<file path="src/rtl/pfb_pkg.sv">
package pfb_pkg;

    localparam int NUM_GATES  = 6;

    localparam int GI_LEAD_HI = 0;
    localparam int GI_LEAD_LO = 1;
    localparam int GI_LAG_HI  = 2;
    localparam int GI_LAG_LO  = 3;
    localparam int GI_RECT_BC = 4;
    localparam int GI_RECT_AD = 5;

    typedef logic [NUM_GATES-1:0] gate_vec_t;

    // Ideal polarity of each leg: 1 means the high switch should conduct.
    typedef struct packed {
        logic lead;
        logic lag;
    } bridge_pol_t;

    // Gates requested by the two leg polarities, before any dead time.
    function automatic gate_vec_t gate_wants(input bridge_pol_t pol);
        gate_vec_t w;
        w[GI_LEAD_HI] = pol.lead;
        w[GI_LEAD_LO] = !pol.lead;
        w[GI_LAG_HI]  = pol.lag;
        w[GI_LAG_LO]  = !pol.lag;
        // A rectifier releases only while the diagonal that blocks it transfers.
        w[GI_RECT_BC] = !(pol.lead && !pol.lag);
        w[GI_RECT_AD] = !(!pol.lead && pol.lag);
        return w;
    endfunction

endpackage

</file>
<file path="src/rtl/pfb_gate_timer.sv">
module pfb_gate_timer #(
    parameter int DT_W = 6
) (
    input  logic            clk,
    input  logic            rst,
    input  logic            live,
    input  logic            want,
    input  logic [DT_W-1:0] dead,
    output logic            on
);

    logic            cur;
    logic [DT_W-1:0] tmr;

    // Turn-off follows the request at once; turn-on waits 'dead' clocks.
    always_ff @(posedge clk) begin
        if (rst || !live) begin
            cur <= 1'b0;
            tmr <= '0;
        end else if (want != cur) begin
            cur <= want;
            tmr <= want ? dead : '0;
        end else if (tmr != '0) begin
            tmr <= tmr - DT_W'(1);
        end
    end

    assign on = cur && (tmr == '0);

endmodule

</file>
<file path="src/rtl/pfb_carrier.sv">
module pfb_carrier #(
    parameter int PERIOD = 1538,
    parameter int PH_W   = 12,
    parameter int DT_W   = 6,
    parameter int CNT_W  = $clog2(PERIOD)
) (
    input  logic                   clk,
    input  logic                   rst,
    input  logic                   live,
    input  logic signed [PH_W-1:0] phase_cmd,
    input  logic [DT_W-1:0]        dead_cmd,
    output logic [CNT_W-1:0]       cnt,
    output logic [CNT_W-1:0]       shift,
    output logic [DT_W-1:0]        dead,
    output logic                   strobe
);

    localparam int                     HALF   = PERIOD / 2;
    localparam logic [CNT_W-1:0]       LAST   = CNT_W'(PERIOD - 1);
    localparam logic [CNT_W-1:0]       HALF_C = CNT_W'(HALF);
    localparam logic signed [PH_W-1:0] HALF_S = PH_W'(HALF);

    logic [CNT_W-1:0] shift_next;
    logic             at_zero_q;
    logic             load;

    // Single-quadrant: negative commands become zero, large ones saturate at 180 degrees.
    always_comb begin
        if (phase_cmd[PH_W-1])
            shift_next = '0;
        else if (phase_cmd > HALF_S)
            shift_next = HALF_C;
        else
            shift_next = CNT_W'(phase_cmd);
    end

    assign load = !live || (cnt == LAST);

    always_ff @(posedge clk) begin
        if (rst) begin
            cnt       <= '0;
            shift     <= '0;
            dead      <= '0;
            at_zero_q <= 1'b0;
            strobe    <= 1'b0;
        end else begin
            if (!live)
                cnt <= '0;
            else if (cnt == LAST)
                cnt <= '0;
            else
                cnt <= cnt + CNT_W'(1);

            if (load) begin
                shift <= shift_next;
                dead  <= dead_cmd;
            end

            // Two stages so the strobe lines up with the registered gates.
            at_zero_q <= live && (cnt == '0);
            strobe    <= live && at_zero_q;
        end
    end

endmodule

</file>
<file path="src/rtl/pfb_shaper.sv">
module pfb_shaper
    import pfb_pkg::*;
#(
    parameter int PERIOD = 1538,
    parameter int CNT_W  = $clog2(PERIOD)
) (
    input  logic [CNT_W-1:0] cnt,
    input  logic [CNT_W-1:0] shift,
    output gate_vec_t        want
);

    localparam int               HALF   = PERIOD / 2;
    localparam logic [CNT_W-1:0] HALF_C = CNT_W'(HALF);
    localparam logic [CNT_W:0]   HALF_X = (CNT_W+1)'(HALF);
    localparam logic [CNT_W:0]   PER_X  = (CNT_W+1)'(PERIOD);

    logic [CNT_W:0] lag_pos;
    bridge_pol_t    pol;

    // Position of the lagging leg inside its own delayed carrier.
    always_comb begin
        if (cnt >= shift)
            lag_pos = {1'b0, cnt} - {1'b0, shift};
        else
            lag_pos = {1'b0, cnt} + PER_X - {1'b0, shift};
        pol.lead = (cnt < HALF_C);
        pol.lag  = (lag_pos < HALF_X);
        want     = gate_wants(pol);
    end

endmodule

</file>
<file path="src/rtl/pshift_bridge_gen.sv">
module pshift_bridge_gen
    import pfb_pkg::*;
#(
    parameter int PERIOD = 1538,
    parameter int PH_W   = 12,
    parameter int DT_W   = 6
) (
    input  logic                   clk,
    input  logic                   rst,
    input  logic                   en,
    input  logic                   fault,
    input  logic signed [PH_W-1:0] phase_cmd,
    input  logic [DT_W-1:0]        dead_cmd,
    output logic                   lead_hi,
    output logic                   lead_lo,
    output logic                   lag_hi,
    output logic                   lag_lo,
    output logic                   rect_bc,
    output logic                   rect_ad,
    output logic                   cycle_start
);

    localparam int CNT_W = $clog2(PERIOD);

    logic             live;
    logic [CNT_W-1:0] cnt;
    logic [CNT_W-1:0] shift;
    logic [DT_W-1:0]  dead;
    gate_vec_t        want_vec;
    gate_vec_t        on_vec;
    gate_vec_t        gate_q;

    assign live = en && !fault;

    pfb_carrier #(
        .PERIOD (PERIOD),
        .PH_W   (PH_W),
        .DT_W   (DT_W),
        .CNT_W  (CNT_W)
    ) u_carrier (
        .clk       (clk),
        .rst       (rst),
        .live      (live),
        .phase_cmd (phase_cmd),
        .dead_cmd  (dead_cmd),
        .cnt       (cnt),
        .shift     (shift),
        .dead      (dead),
        .strobe    (cycle_start)
    );

    pfb_shaper #(
        .PERIOD (PERIOD),
        .CNT_W  (CNT_W)
    ) u_shaper (
        .cnt   (cnt),
        .shift (shift),
        .want  (want_vec)
    );

    for (genvar g = 0; g < NUM_GATES; g++) begin : g_gate
        pfb_gate_timer #(
            .DT_W (DT_W)
        ) u_tmr (
            .clk  (clk),
            .rst  (rst),
            .live (live),
            .want (want_vec[g]),
            .dead (dead),
            .on   (on_vec[g])
        );
    end

    // Output stage: the shutdown request clears every gate at the next edge.
    always_ff @(posedge clk) begin
        if (rst)
            gate_q <= '0;
        else
            gate_q <= live ? on_vec : '0;
    end

    assign lead_hi = gate_q[GI_LEAD_HI];
    assign lead_lo = gate_q[GI_LEAD_LO];
    assign lag_hi  = gate_q[GI_LAG_HI];
    assign lag_lo  = gate_q[GI_LAG_LO];
    assign rect_bc = gate_q[GI_RECT_BC];
    assign rect_ad = gate_q[GI_RECT_AD];

endmodule

</file>
<file path="config.mk">
export PLATFORM = sky130hd
export DESIGN_NAME = pshift_bridge_gen
export DESIGN_NICKNAME = d
export VERILOG_FILES = /design/src/rtl/pfb_pkg.sv /design/src/rtl/pfb_gate_timer.sv /design/src/rtl/pfb_carrier.sv /design/src/rtl/pfb_shaper.sv /design/src/rtl/pshift_bridge_gen.sv
export SDC_FILE = /design/constraint.sdc
export NUM_CORES = 1
export LEC_CHECK = 0
export BUFFER_PORTS_ARGS = -buffer_cell sky130_fd_sc_hd__buf_2
export CAP_MARGIN = 20
export CORE_MARGIN = 10
export CORE_UTILIZATION = 40
export DETAILED_ROUTE_END_ITERATION = 16
export HOLD_SLACK_MARGIN = 0.12
export RECOVER_POWER = 25
export SKIP_LAST_GASP = 1
export SLEW_MARGIN = 20
export SYNTH_ARGS = -nofsm -noshare
export SYNTH_HDL_FRONTEND = slang
export SYNTH_HIERARCHICAL = 1
export SYNTH_SLANG_ARGS = --single-unit
export TNS_END_PERCENT = 1
</file>
<file path="constraint.sdc">
create_clock -name clk -period 5.15 [get_ports clk]
set_clock_uncertainty 0.1 [all_clocks]
set_input_delay 0.2575 -clock clk [delete_from_list [all_inputs] [get_ports clk]]
set_output_delay 0.2575 -clock clk [all_outputs]
set_load 0.05 [all_outputs]
</file>
==> results of run 1 <==
-- registers in the layout, indices dropped and copies added, names as in the netlist --
| name | cells |
|---|---|
| u_carrier/at_zero_q | 1 |
| u_carrier/strobe | 1 |
| u_carrier/dead | 6 |
| g_gate.u_tmr/tmr | 36 |
| u_carrier/cnt | 11 |
| u_carrier/shift | 11 |
| g_gate.u_tmr/cur | 6 |
| gate_q | 6 |
-- power groups by stage --
| stage | Clock [mW] | Sequential, mW | Combinational (mW) |
|---|---|---|---|
| floorplan | 0 | 0.649 | 0.200 |
| global placement | 0 | 0.658 | 0.254 |
| global route | 0.691 | 0.647 | 0.304 |
| detailed placement | 0 | 0.658 | 0.259 |
| finish | 0.650 | 0.645 | 0.271 |
| CTS | 0.666 | 0.645 | 0.270 |
-- cell type report --
| class | count | share of cell area, % |
|---|---|---|
| repair buffers | 45 | 4.87 |
| well taps | 176 | 3.55 |
| clock buffers | 11 | 3.92 |
| inverters | 70 | 4.24 |
| clock inverters | 5 | 0.929 |
| flip-flops and latches | 78 | 25.2 |
| multi-input cells | 480 | 57.3 |
-- routing by layer --
layer / GRT usage, % / routed length (um) / up-vias
met5: 0 / 0 / -
met4: 4.63 / 187 / 0
met3: 2.97 / 610 / 16
met2: 24.3 / 6510 / 120
met1: 18.7 / 6320 / 2363
li1: - / - / 2416
-- timing repair --
| action | 4_1_cts | 5_1_grt |
|---|---|---|
| endpoints found under the hold margin | 16 | 0 |
| hold buffers | 17 | 0 |
| buffers inserted | 0 | 0 |
-- cell families after synthesis --
family          Yosys count  share of synthesized area, %
flops                    78                          28.6
simple gates            233                          26.5
xor+xnor                 24                          3.85
buf+inv                  78                          5.73
compound gates          170                          22.5
fa+ha+maj                46                          11.5
mux                       7                          1.31
-- synth_stat cells (all sizes together) (7+ instances only) --
cell / instances
a211oi: 13
a21boi: 8
a21oi: 24
a22o: 9
a31oi: 9
a32o: 12
and2: 10
and3: 9
dfxtp: 78
fa: 7
ha: 38
inv: 70
nand2: 27
nand2b: 9
nand3: 25
nor2: 61
nor2b: 24
nor3: 10
nor4: 7
o21a: 7
o21ai: 39
o311ai: 8
o31ai: 12
or2: 7
or3: 7
or4: 10
xnor2: 18
-- per-stage QoR --
step                power (mW)  area [sq um]
global placement         0.912          5770
floorplan                0.850          5460
detailed placement       0.917          5770
finish                    1.57          6200
CTS                       1.58          6240
global route              1.64          6200
-- worst min path at each step --
stage	from	to	slack (ns)
6_report	phase_cmd[10]	u_carrier/shift[9]	0.14
5_1_grt	phase_cmd[10]	u_carrier/shift[9]	0.18
4_1_cts	phase_cmd[10]	u_carrier/shift[9]	0.13
3_5_place_dp	u_carrier/at_zero_q	u_carrier/strobe	0.32
3_3_place_gp	u_carrier/at_zero_q	u_carrier/strobe	0.33
2_1_floorplan	phase_cmd[6]	u_carrier/shift[6]	0.28
-- critical path, stage by stage (launching register included) --
cell and delay (ns):
sky130_fd_sc_hd__dfxtp_1 0.47, sky130_fd_sc_hd__ha_1 0.33, sky130_fd_sc_hd__inv_1 0.08, sky130_fd_sc_hd__fa_1 0.57
sky130_fd_sc_hd__nand3b_1 0.14, sky130_fd_sc_hd__a21oi_1 0.11, sky130_fd_sc_hd__a311o_1 0.40, sky130_fd_sc_hd__a311o_1 0.36
sky130_fd_sc_hd__nor4_2 0.32, sky130_fd_sc_hd__a211oi_2 0.11, sky130_fd_sc_hd__o21ai_0 0.43, sky130_fd_sc_hd__inv_1 0.16
sky130_fd_sc_hd__nor2_1 0.22, sky130_fd_sc_hd__nor3_1 0.11, sky130_fd_sc_hd__a32o_1 0.20
==> impl_summary.txt, run 1 <==
----------------------------------------------------
[Place]
  Half-perimeter wire length of the detailed placement result ... 10200 um
  Count of port buffers added during placement ... 28
  Inst Count DP ... 832
  Setup slack after placement ... 0.998 ns
  GP Congestion ... 0.915

[Worst setup path]
  Capturing instance or port of the critical path ... g_gate[4].u_tmr/tmr[0]
  CP startpoint kind ... register
  Reg2reg setup slack ... 0.93 ns
  Signal arrival time at the worst endpoint ... 4.35 ns
  Maximum net fanout on the critical path ... 8
  Worst reg2reg path startpoint ... u_carrier/cnt[3]
  Sort of element at the end of the critical path ... register
  Destination of the worst register-to-register timing path ... g_gate[4].u_tmr/tmr[0]
  Worst Path Class, Setup ... reg -> reg
  FF-to-FF path depth ... 14
  CP Launch Point ... u_carrier/cnt[3]
  Data required time of the worst path ... 5.28 ns

[Floorplan]
  Total I/O pin count ... 29
  Floorplan Core Area ... 0.0133 sq mm
  Die span in x ... 137 um
  Area of the die ... 0.0187 sq mm
  Initial Util ... 41.0%
  Standard-cell row count ... 42
  Overall die height ... 137 um

[Timing]
  Share of the cycle needed by the critical path after routing ... 81.9%
  Final Hold Viols ... 0
  Max Slew Vio Count ... 0
  Setup-failing EPs final ... 0
  RSZ-0062 raised after global routing ... no
  Pin slew with the least headroom to its limit ... 0.757 ns
  Final critical-path setup slack ... 0.932 ns
  Shortest clock period the worst path allows after layout ... 4.22 ns
  Setup TNS ... 0 ns
  Tightest hold margin ... 0.140 ns
  Remaining max-slew budget at the tightest pin ... 49.2%
  Fmax ... 0.237 GHz

[Yosys]
  Count of warnings emitted by yosys ... 6
  Mapped cell area ... 0.00546 sq mm
  Flip-flop and latch count after synthesis ... 78
  Prevailing post-synth register cell ... sky130_fd_sc_hd__dfxtp_1
  EDFF count, synth ... 0
  Part of the Yosys area used for sequential elements ... 28.6%
  Area leader, netlist ... sky130_fd_sc_hd__dfxtp_1
  Top area cells in the synthesized netlist ... sky130_fd_sc_hd__dfxtp_1 (29%), sky130_fd_sc_hd__ha_1 (8.7%), sky130_fd_sc_hd__inv_1 (4.8%)
  Gate Count Post-Synth ... 636
  Syn Area/Cell ... 8.58 sq um
  Area share of the largest cell type after synthesis ... 28.6%
  Async set-or-reset flop fraction in the synthesized netlist ... 0%
  Post-synthesis net count ... 703
  Number of different library cells in the post-synthesis netlist ... 69

[Worst hold path]
  Worst Hold Depth ... 3
  Hold WC Path Type ... in -> reg

[Finish]
  Footprint of the flip-flops and latches ... 0.00156 sq mm
  Total inserted antenna cells ... 0
  Commonest non-fill, non-tap cell in the layout ... sky130_fd_sc_hd__dfxtp_1
  Final-stage net count ... 751
  Area grow syn2layout ... 13.6%
  Commonest cells after routing, fill and taps aside ... sky130_fd_sc_hd__dfxtp_1 (78), sky130_fd_sc_hd__inv_1 (70), sky130_fd_sc_hd__nor2_1 (55), sky130_fd_sc_hd__o21ai_0 (39), sky130_fd_sc_hd__ha_1 (38)
  FILL cells ... 1267
  Utilization of the core after routing ... 46.6%
  Count of placed standard cells in the final layout, fillers left out ... 865
  Ratio of cells with drive above 1 in the final layout ... 13.5%
  Multi-input combinational cell area ... 0.00355 sq mm

[Power]
  Switching share of total power ... 27.8%
  Reported leakage power ... 2.50 nW
  Switching power summed over all nets ... 0.436 mW
  Clock power frac ... 41.5%
  Areal power density over the cells ... 253 mW/mm^2
  Comb power frac ... 17.3%
  Register share of total power ... 41.2%
  Internal cell power ... 1.13 mW
  Maximum VDD drop ... 0.183 mV

[Detailed routing]
  Routed len/inst ... 15.8 um
  Via count ... 4915
  Number of search-and-repair iterations in the first detailed-routing pass ... 4
  DRC viols ... 0
  Remaining antenna violation count ... 0
  Initial DRC count ... 266
  Drt total wl ... 13600 um
  Post-detailed-route via-to-cell ratio ... 5.68

[GRT]
  Leftover overflow at the end of global routing ... 0
  Total GRT Usage ... 14.7%
  Wire length of the first global-routing pass ... 22600 um
  Maximum number of pins on one net before global-route repair ... 27
  Number of global-route vias before repair ... 4701
  Initial antenna violation count ... 0

[Clock network]
  TritonCTS sink count ... 78
  Root buffer cell ... sky130_fd_sc_hd__clkbuf_16
  Number of buffers between clock root and the deepest sink ... 2
  TritonCTS clock tree ... yes
  Latest clock arrival within the worst-skew pair ... 0.34 ns
  Register clock-pin slew on the reported worst setup and hold paths ... 0.06 ns
  Post-cts sizing count ... 0
  Depth of the CTS H-tree ... 3
  Num CTS Buffers ... 9

[Job]
  Number of max-cap violations ... 0

[Run status]
  Run status ... finished, final reports clean

----------------------------------------------------
Note: power is estimated with default switching activity, not from simulation.
==> run 2: changes to the inputs <==
--- a/config.mk
+++ b/config.mk
@@ -5,6 +5,7 @@
 export SDC_FILE = /design/constraint.sdc
 export NUM_CORES = 1
 export LEC_CHECK = 0
+export ABC_AREA = 1
 export BUFFER_PORTS_ARGS = -buffer_cell sky130_fd_sc_hd__buf_2
 export CAP_MARGIN = 20
 export CORE_MARGIN = 10
==> constraint.sdc (replaced) <==
create_clock -name clk -period 4.35 [get_ports clk]
set_clock_uncertainty 0.1 [all_clocks]
set_input_delay 0.2175 -clock clk [delete_from_list [all_inputs] [get_ports clk]]
set_output_delay 0.2175 -clock clk [all_outputs]
set_load 0.05 [all_outputs]
==> run 2 against run 1 <==
- hold slack got worse by 0.0066 ns
- cell count is 29% higher
- non-clock buffer count is 1 higher
- global-route usage is 0.39 points lower
- register-to-register slack got worse by 0.02 ns
- synthesized cell count is 39% higher
- critical endpoint unchanged
- largest power group is now sequential cells
- highest routed layer unchanged
==> impl_summary.txt, run 2 <==
----------------------------------------------------
[Worst setup path]
  Destination of the worst register-to-register timing path ... g_gate[4].u_tmr/tmr[0]
  Reg2reg setup slack ... 0.91 ns
  FF-to-FF path depth ... 25
  CP startpoint kind ... register
  Signal arrival time at the worst endpoint ... 3.57 ns
  Worst Path Class, Setup ... reg -> reg
  Data required time of the worst path ... 4.49 ns
  Sort of element at the end of the critical path ... register
  Maximum net fanout on the critical path ... 8
  Most frequent CP cell ... sky130_fd_sc_hd__nand2_1
  Worst reg2reg path startpoint ... u_carrier/cnt[1]
  Highest-delay cell along the critical path ... sky130_fd_sc_hd__dfxtp_1
  Peak per-stage delay on the critical path ... 0.50 ns

[Floorplan]
  Die span in x ... 140 um
  Area of the die ... 0.0197 sq mm
  Initial Util ... 41.3%
  Floorplan Core Area ... 0.0140 sq mm
  Total I/O pin count ... 29
  Overall die height ... 140 um
  Standard-cell row count ... 43

[Finish]
  Max FFs per register ... 36
  FILL cells ... 1453
  Commonest cells after routing, fill and taps aside ... sky130_fd_sc_hd__nand2_1 (206), sky130_fd_sc_hd__nor2_1 (128), sky130_fd_sc_hd__inv_1 (106), sky130_fd_sc_hd__dfxtp_1 (78), sky130_fd_sc_hd__nand3_1 (59)
  Final-stage net count ... 1001
  Utilization of the core after routing ... 46.7%
  Ratio of cells with drive above 1 in the final layout ... 16.2%
  Reg with most FFs ... g_gate.u_tmr/tmr
  Commonest non-fill, non-tap cell in the layout ... sky130_fd_sc_hd__nand2_1
  Biggest registers after layout ... g_gate.u_tmr/tmr: 36 flops, u_carrier/cnt: 11 flops, u_carrier/shift: 11 flops
  Total inserted antenna cells ... 0
  Area grow syn2layout ... 12.9%

[GRT]
  Maximum number of pins on one net before global-route repair ... 17
  Number of global-route vias before repair ... 5080
  Initial antenna violation count ... 0
  Wire length of the first global-routing pass ... 23800 um
  Total GRT Usage ... 14.3%
  Leftover overflow at the end of global routing ... 0

[Clock network]
  Post-cts sizing count ... 0
  TritonCTS sink count ... 78
  Number of buffers between clock root and the deepest sink ... 2
  TritonCTS clock tree ... yes
  Register clock-pin slew on the reported worst setup and hold paths ... 0.06 ns
  Root buffer cell ... sky130_fd_sc_hd__clkbuf_16
  Num CTS Buffers ... 9
  Latest clock arrival within the worst-skew pair ... 0.34 ns
  Depth of the CTS H-tree ... 3

[Detailed routing]
  Post-detailed-route via-to-cell ratio ... 4.84
  Drt total wl ... 13800 um
  Uppermost layer routed ... met4
  Met1 Wirelength ... 6790 um
  Routed len/inst ... 12.3 um
  Met2 routed WL ... 6330 um
  Initial DRC count ... 359
  DRC viols ... 0
  Number of search-and-repair iterations in the first detailed-routing pass ... 5
  Remaining antenna violation count ... 0
  Metal3 WL ... 530 um
  Via count ... 5406

[Yosys]
  Area share of the largest cell type after synthesis ... 26.9%
  Async set-or-reset flop fraction in the synthesized netlist ... 0%
  Mapped cell area ... 0.00581 sq mm
  Prevailing post-synth register cell ... sky130_fd_sc_hd__dfxtp_1
  EDFF count, synth ... 0
  Gate Count Post-Synth ... 881
  Flip-flop and latch count after synthesis ... 78
  Top area cells in the synthesized netlist ... sky130_fd_sc_hd__dfxtp_1 (27%), sky130_fd_sc_hd__nand2_1 (13%), sky130_fd_sc_hd__ha_1 (8.2%)
  Count of warnings emitted by yosys ... 6
  Post-synthesis net count ... 948
  Syn Area/Cell ... 6.59 sq um
  Number of different library cells in the post-synthesis netlist ... 36
  Leading cell type by number of instances after synthesis ... sky130_fd_sc_hd__nand2_1
  Synth cell count leaders ... sky130_fd_sc_hd__nand2_1 (206), sky130_fd_sc_hd__nor2_1 (122), sky130_fd_sc_hd__inv_1 (106), sky130_fd_sc_hd__dfxtp_1 (78), sky130_fd_sc_hd__nand3_1 (58)
  Part of the Yosys area used for sequential elements ... 26.9%
  Area leader, netlist ... sky130_fd_sc_hd__dfxtp_1

[Timing]
  RSZ-0062 raised after global routing ... no
  Setup-failing EPs final ... 0
  Shortest clock period the worst path allows after layout ... 3.44 ns
  Fmax ... 0.291 GHz
  Setup TNS ... 0 ns
  Tightest hold margin ... 0.133 ns
  Pin slew with the least headroom to its limit ... 0.631 ns
  Share of the cycle needed by the critical path after routing ... 79.0%
  Final Hold Viols ... 0
  Remaining max-slew budget at the tightest pin ... 57.8%
  Max Slew Vio Count ... 0

[Power]
  Reported leakage power ... 3.10 nW
  Areal power density over the cells ... 313 mW/mm^2
  Maximum VDD drop ... 0.225 mV
  Total power after layout ... 2.05 mW

[Worst hold path]
  End point of the most critical hold path ... gate_q[0]
  Worst Hold Depth ... 3
  Hold WC Path Type ... in -> reg
  Min-delay src ... en

[Place]
  Half-perimeter wire length of the detailed placement result ... 10900 um
  Count of port buffers added during placement ... 28
  GP Congestion ... 0.834

[Run status]
  Run status ... finished, final reports clean

[Job]
  Number of max-cap violations ... 0

----------------------------------------------------
run 2: cell type report:
cell class                      count  area, sq um  area share, %
Clock inverter                      4         48.8          0.745
Inverter                          156          603           9.20
Multi-Input combinational cell    643         3580           54.6
Sequential cell                    78         1560           23.8
Tap cell                          180          225           3.44
Timing Repair Buffer               46          305           4.66
Clock buffer                       11          233           3.55
run 2: report_power, final:
group,leakage [nW],total [mW],internal [mW],switching [mW]
clock network,0.139,0.725,0.440,0.285
registers,0.633,0.781,0.745,0.0363
logic,2.33,0.545,0.199,0.347
run 2: how the worst max path moves through the flow:
stage	from	to	slack [ns]	depth (start not counted)
floorplan	u_carrier/cnt[4]	g_gate[4].u_tmr/tmr[0]	1.43	22
global placement	u_carrier/cnt[1]	g_gate[4].u_tmr/tmr[1]	0.93	25
detailed placement	u_carrier/cnt[1]	g_gate[4].u_tmr/tmr[1]	0.93	25
CTS	u_carrier/cnt[1]	g_gate[4].u_tmr/tmr[0]	0.90	25
global route	u_carrier/cnt[1]	g_gate[4].u_tmr/tmr[1]	0.58	25
finish	u_carrier/cnt[1]	g_gate[4].u_tmr/tmr[0]	0.91	25
run 2: through the flow:
stage,cells,setup WS [ns],area (sq um)
detailed placement,1086,0.929,6130
global route,1118,0.581,6550
CTS,1118,0.896,6590
floorplan,881,1.43,5810
global placement,1086,0.931,6130
finish,1118,0.914,6550
run 2: metal layers:
metal / vias to the layer above / track usage (%)
li1: 2896 / -
met1: 2410 / 18.7
met2: 91 / 23.2
met3: 9 / 2.97
met4: 0 / 3.42
met5: - / 0
run 2: worst max-delay path, delay by kind of cell (launching register included):
| kind | cells | cell delay [ns] |
|---|---|---|
| adders and majority gates | 3 | 0.80 |
| and+or+nand+nor | 15 | 1.34 |
| buffers and inverters | 6 | 0.48 |
| AOI/OAI and AO/OA | 1 | 0.12 |
| DFF | 1 | 0.50 |
run 2: logic make-up (layout without fill, tap and decap cells):
group / after synthesis / in the layout / synth area share (%)
AOI/OAI and AO/OA: 89 / 89 / 9.96
xor gates and xnor gates: 10 / 10 / 1.51
adders and majority gates: 45 / 45 / 10.6
buffers and inverters: 160 / 217 / 11.2
DFF: 78 / 78 / 26.9
and+or+nand+nor: 499 / 499 / 39.9
run 2: what timing repair did:
item                                   in CTS  in global routing
setup buffers                               0                  0
hold buffers                               17                  0
endpoints found under the hold margin      16                  0
==> run 3: changes to the inputs <==
--- a/config.mk
+++ b/config.mk
@@ -5,7 +5,7 @@
 export SDC_FILE = /design/constraint.sdc
 export NUM_CORES = 1
 export LEC_CHECK = 0
-export ABC_AREA = 1
+export ABC_AREA = 0
 export BUFFER_PORTS_ARGS = -buffer_cell sky130_fd_sc_hd__buf_2
 export CAP_MARGIN = 20
 export CORE_MARGIN = 10
==> constraint.sdc (replaced) <==
create_clock -name clk -period 3.1 [get_ports clk]
set_clock_uncertainty 0.1 [all_clocks]
set_input_delay 0.155 -clock clk [delete_from_list [all_inputs] [get_ports clk]]
set_output_delay 0.155 -clock clk [all_outputs]
set_load 0.05 [all_outputs]
==> run 3 against run 2 <==
- combinational power up 12%
- count of clock-buffer cells in the layout down 1
- largest cell class unchanged
- highest routed layer unchanged
- the flow now finishes with violations (setup timing)
- setup slack worse by 1.3 ns
- non-clock buffer count grew 101
- first-iteration DRC count up 3.3%
==> impl_summary.txt, run 3 (synthesis gave the netlist of run 1 again) <==
----------------------------------------------------
[Run status]
  Run status ... finished, violations left
  Violated checks ... setup timing

[Worst setup path]
  FF-to-FF path depth ... 16
  Number of buffer and inverter instances along the worst setup path ... 4
  Sort of element at the end of the critical path ... register
  Worst Path Class, Setup ... reg -> reg
  Worst reg2reg path startpoint ... u_carrier/cnt[0]
  Peak per-stage delay on the critical path ... 0.43 ns
  Most frequent CP cell ... sky130_fd_sc_hd__inv_1
  Destination of the worst register-to-register timing path ... g_gate[4].u_tmr/tmr[1]
  Reg2reg setup slack ... -0.43 ns
  Worst path top cell family by delay ... compound AO/OA/AOI/OAI gates
  Sequence of cells on the critical path ... inv_1, ha_1, inv_1, fa_1, buf_4, xor2_1, a211oi_1, o2111ai_1, a2111o_1, a32oi_2, a211oi_4, o21ai_2, inv_1, nor2_2, nor3_2, a32o_1
  Data required time of the worst path ... 3.24 ns
  Maximum net fanout on the critical path ... 4
  CP startpoint kind ... register
  Signal arrival time at the worst endpoint ... 3.66 ns
  Highest-delay cell along the critical path ... sky130_fd_sc_hd__fa_1

[Timing]
  Final critical-path setup slack ... -0.428 ns
  Remaining max-slew budget at the tightest pin ... 48.2%
  RSZ-0062 raised after global routing ... yes
  Setup-failing EPs final ... 28
  Shortest clock period the worst path allows after layout ... 3.53 ns
  Pin slew with the least headroom to its limit ... 0.773 ns
  Max Slew Vio Count ... 0
  Final Hold Viols ... 0
  Fmax ... 0.283 GHz
  Share of the cycle needed by the critical path after routing ... 114%
  Setup TNS ... -9.37 ns

[Finish]
  Commonest cells after routing, fill and taps aside ... sky130_fd_sc_hd__buf_4 (94), sky130_fd_sc_hd__dfxtp_1 (73), sky130_fd_sc_hd__inv_1 (68), sky130_fd_sc_hd__nor2_1 (47), sky130_fd_sc_hd__o21ai_0 (37)
  Total inserted antenna cells ... 0
  Biggest registers after layout ... g_gate.u_tmr/tmr: 36 flops, u_carrier/cnt: 11 flops, u_carrier/shift: 11 flops
  Final-stage net count ... 853
  Max FFs per register ... 36
  Reg with most FFs ... g_gate.u_tmr/tmr
  Ratio of cells with drive above 1 in the final layout ... 29.1%
  FILL cells ... 1213
  Count of placed standard cells in the final layout, fillers left out ... 967
  Multi-input combinational cell area ... 0.00374 sq mm
  Commonest non-fill, non-tap cell in the layout ... sky130_fd_sc_hd__buf_4
  Footprint of the flip-flops and latches ... 0.00157 sq mm
  Area grow syn2layout ... 31.9%

[Floorplan]
  Initial Util ... 41.0%
  Die span in x ... 137 um
  Total I/O pin count ... 29
  Standard-cell row count ... 42
  Overall die height ... 137 um
  Floorplan Core Area ... 0.0133 sq mm
  Area of the die ... 0.0187 sq mm

[Clock network]
  TritonCTS clock tree ... yes
  Register clock-pin slew on the reported worst setup and hold paths ... 0.07 ns
  Latest clock arrival within the worst-skew pair ... 0.35 ns
  Root buffer cell ... sky130_fd_sc_hd__clkbuf_16
  Num CTS Buffers ... 9
  Depth of the CTS H-tree ... 3
  Number of buffers between clock root and the deepest sink ... 2
  TritonCTS sink count ... 78

[Place]
  Half-perimeter wire length of the detailed placement result ... 11500 um
  Inst Count DP ... 925
  Count of port buffers added during placement ... 28
  GP Congestion ... 0.883

[Job]
  Number of max-cap violations ... 0

[Power]
  Areal power density over the cells ... 384 mW/mm^2
  Reported leakage power ... 3.04 nW
  Maximum VDD drop ... 0.337 mV

[Detailed routing]
  Number of search-and-repair iterations in the first detailed-routing pass ... 5
  Post-detailed-route via-to-cell ratio ... 5.46
  Via count ... 5283
  Routed len/inst ... 15.9 um
  Remaining antenna violation count ... 0
  Initial DRC count ... 371
  Drt total wl ... 15400 um
  DRC viols ... 0

[Worst hold path]
  Worst Hold Depth ... 2
  Min-delay src ... fault
  Hold WC Path Type ... in -> reg
  End point of the most critical hold path ... gate_q[2]

[GRT]
  Leftover overflow at the end of global routing ... 0
  Number of global-route vias before repair ... 5347
  Total GRT Usage ... 16.6%
  Initial antenna violation count ... 0
  Wire length of the first global-routing pass ... 25300 um
  Maximum number of pins on one net before global-route repair ... 27

----------------------------------------------------
==> run 3: cell count changes in the layout (fill, tap and decap cells not counted), moves of 34 or more <==
cell	before	now
sky130_fd_sc_hd__inv_1	106	68
sky130_fd_sc_hd__nand3_1	59	19
sky130_fd_sc_hd__nor2_1	128	47
sky130_fd_sc_hd__inv_2	36	2
sky130_fd_sc_hd__nand2_1	206	26
sky130_fd_sc_hd__buf_4	0	94
==> run 3: worst max-delay path by stage <==
stage / cells past startpoint / endpoint / startpoint / slack (ns)
final: 16 / g_gate[4].u_tmr/tmr[1] / u_carrier/cnt[0] / -0.43
after global routing: 16 / g_gate[4].u_tmr/tmr[5] / u_carrier/cnt[0] / -0.60
after CTS: 14 / g_gate[5].u_tmr/tmr[1] / u_carrier/shift[4] / -0.37
after detailed placement: 14 / g_gate[2].u_tmr/tmr[1] / u_carrier/shift[0] / -0.41
after global placement: 15 / g_gate[5].u_tmr/tmr[1] / u_carrier/cnt[1] / -0.36
after floorplan: 14 / g_gate[3].u_tmr/tmr[0] / u_carrier/cnt[3] / -0.15
==> run 3: final cells by class <==
cell class	instances	area share (%)
multi-input combinational	480	52.0
sequential	78	21.9
timing repair buffer	147	15.2
inverter	70	3.65
clock buffer	10	3.48
tap	176	3.06
clock inverter	6	0.730
==> run 3: metal layers <==
metal,GRT usage [%],part of all wire [%]
met2,28.2,49
met5,0,0
met3,3.26,4.0
met4,5.39,1.7
met1,20.5,46
==> run 3: through the flow <==
step	setup slack [ns]	utilization, %	instance area (sq um)	hold WS [ns]	power (mW)
2_1_floorplan	-0.146	-	5530	0.181	1.43
3_3_place_gp	-0.362	49.3	6550	0.287	1.61
3_5_place_dp	-0.407	49.3	6550	0.290	1.62
4_1_cts	-0.371	54.3	7220	0.125	2.78
5_1_grt	-0.599	54.1	7200	0.133	2.89
6_report	-0.428	54.1	7200	0.129	2.76
==> run 3: repair_timing <==
item | 4_1_cts | 5_1_grt
setup buffers | 4 | 0
pin swaps | 15 | 1
resized for setup | 31 | 2
endpoints found under the hold margin | 20 | 0
hold buffers | 22 | 0
setup endpoints to repair | 28 | 28
==> run 3: power breakdown <==
group | switching, mW | leakage (nW) | total [mW] | internal (mW)
logic | 0.304 | 2.25 | 0.610 | 0.306
registers | 0.0403 | 0.636 | 1.07 | 1.03
clock network | 0.480 | 0.148 | 1.08 | 0.605
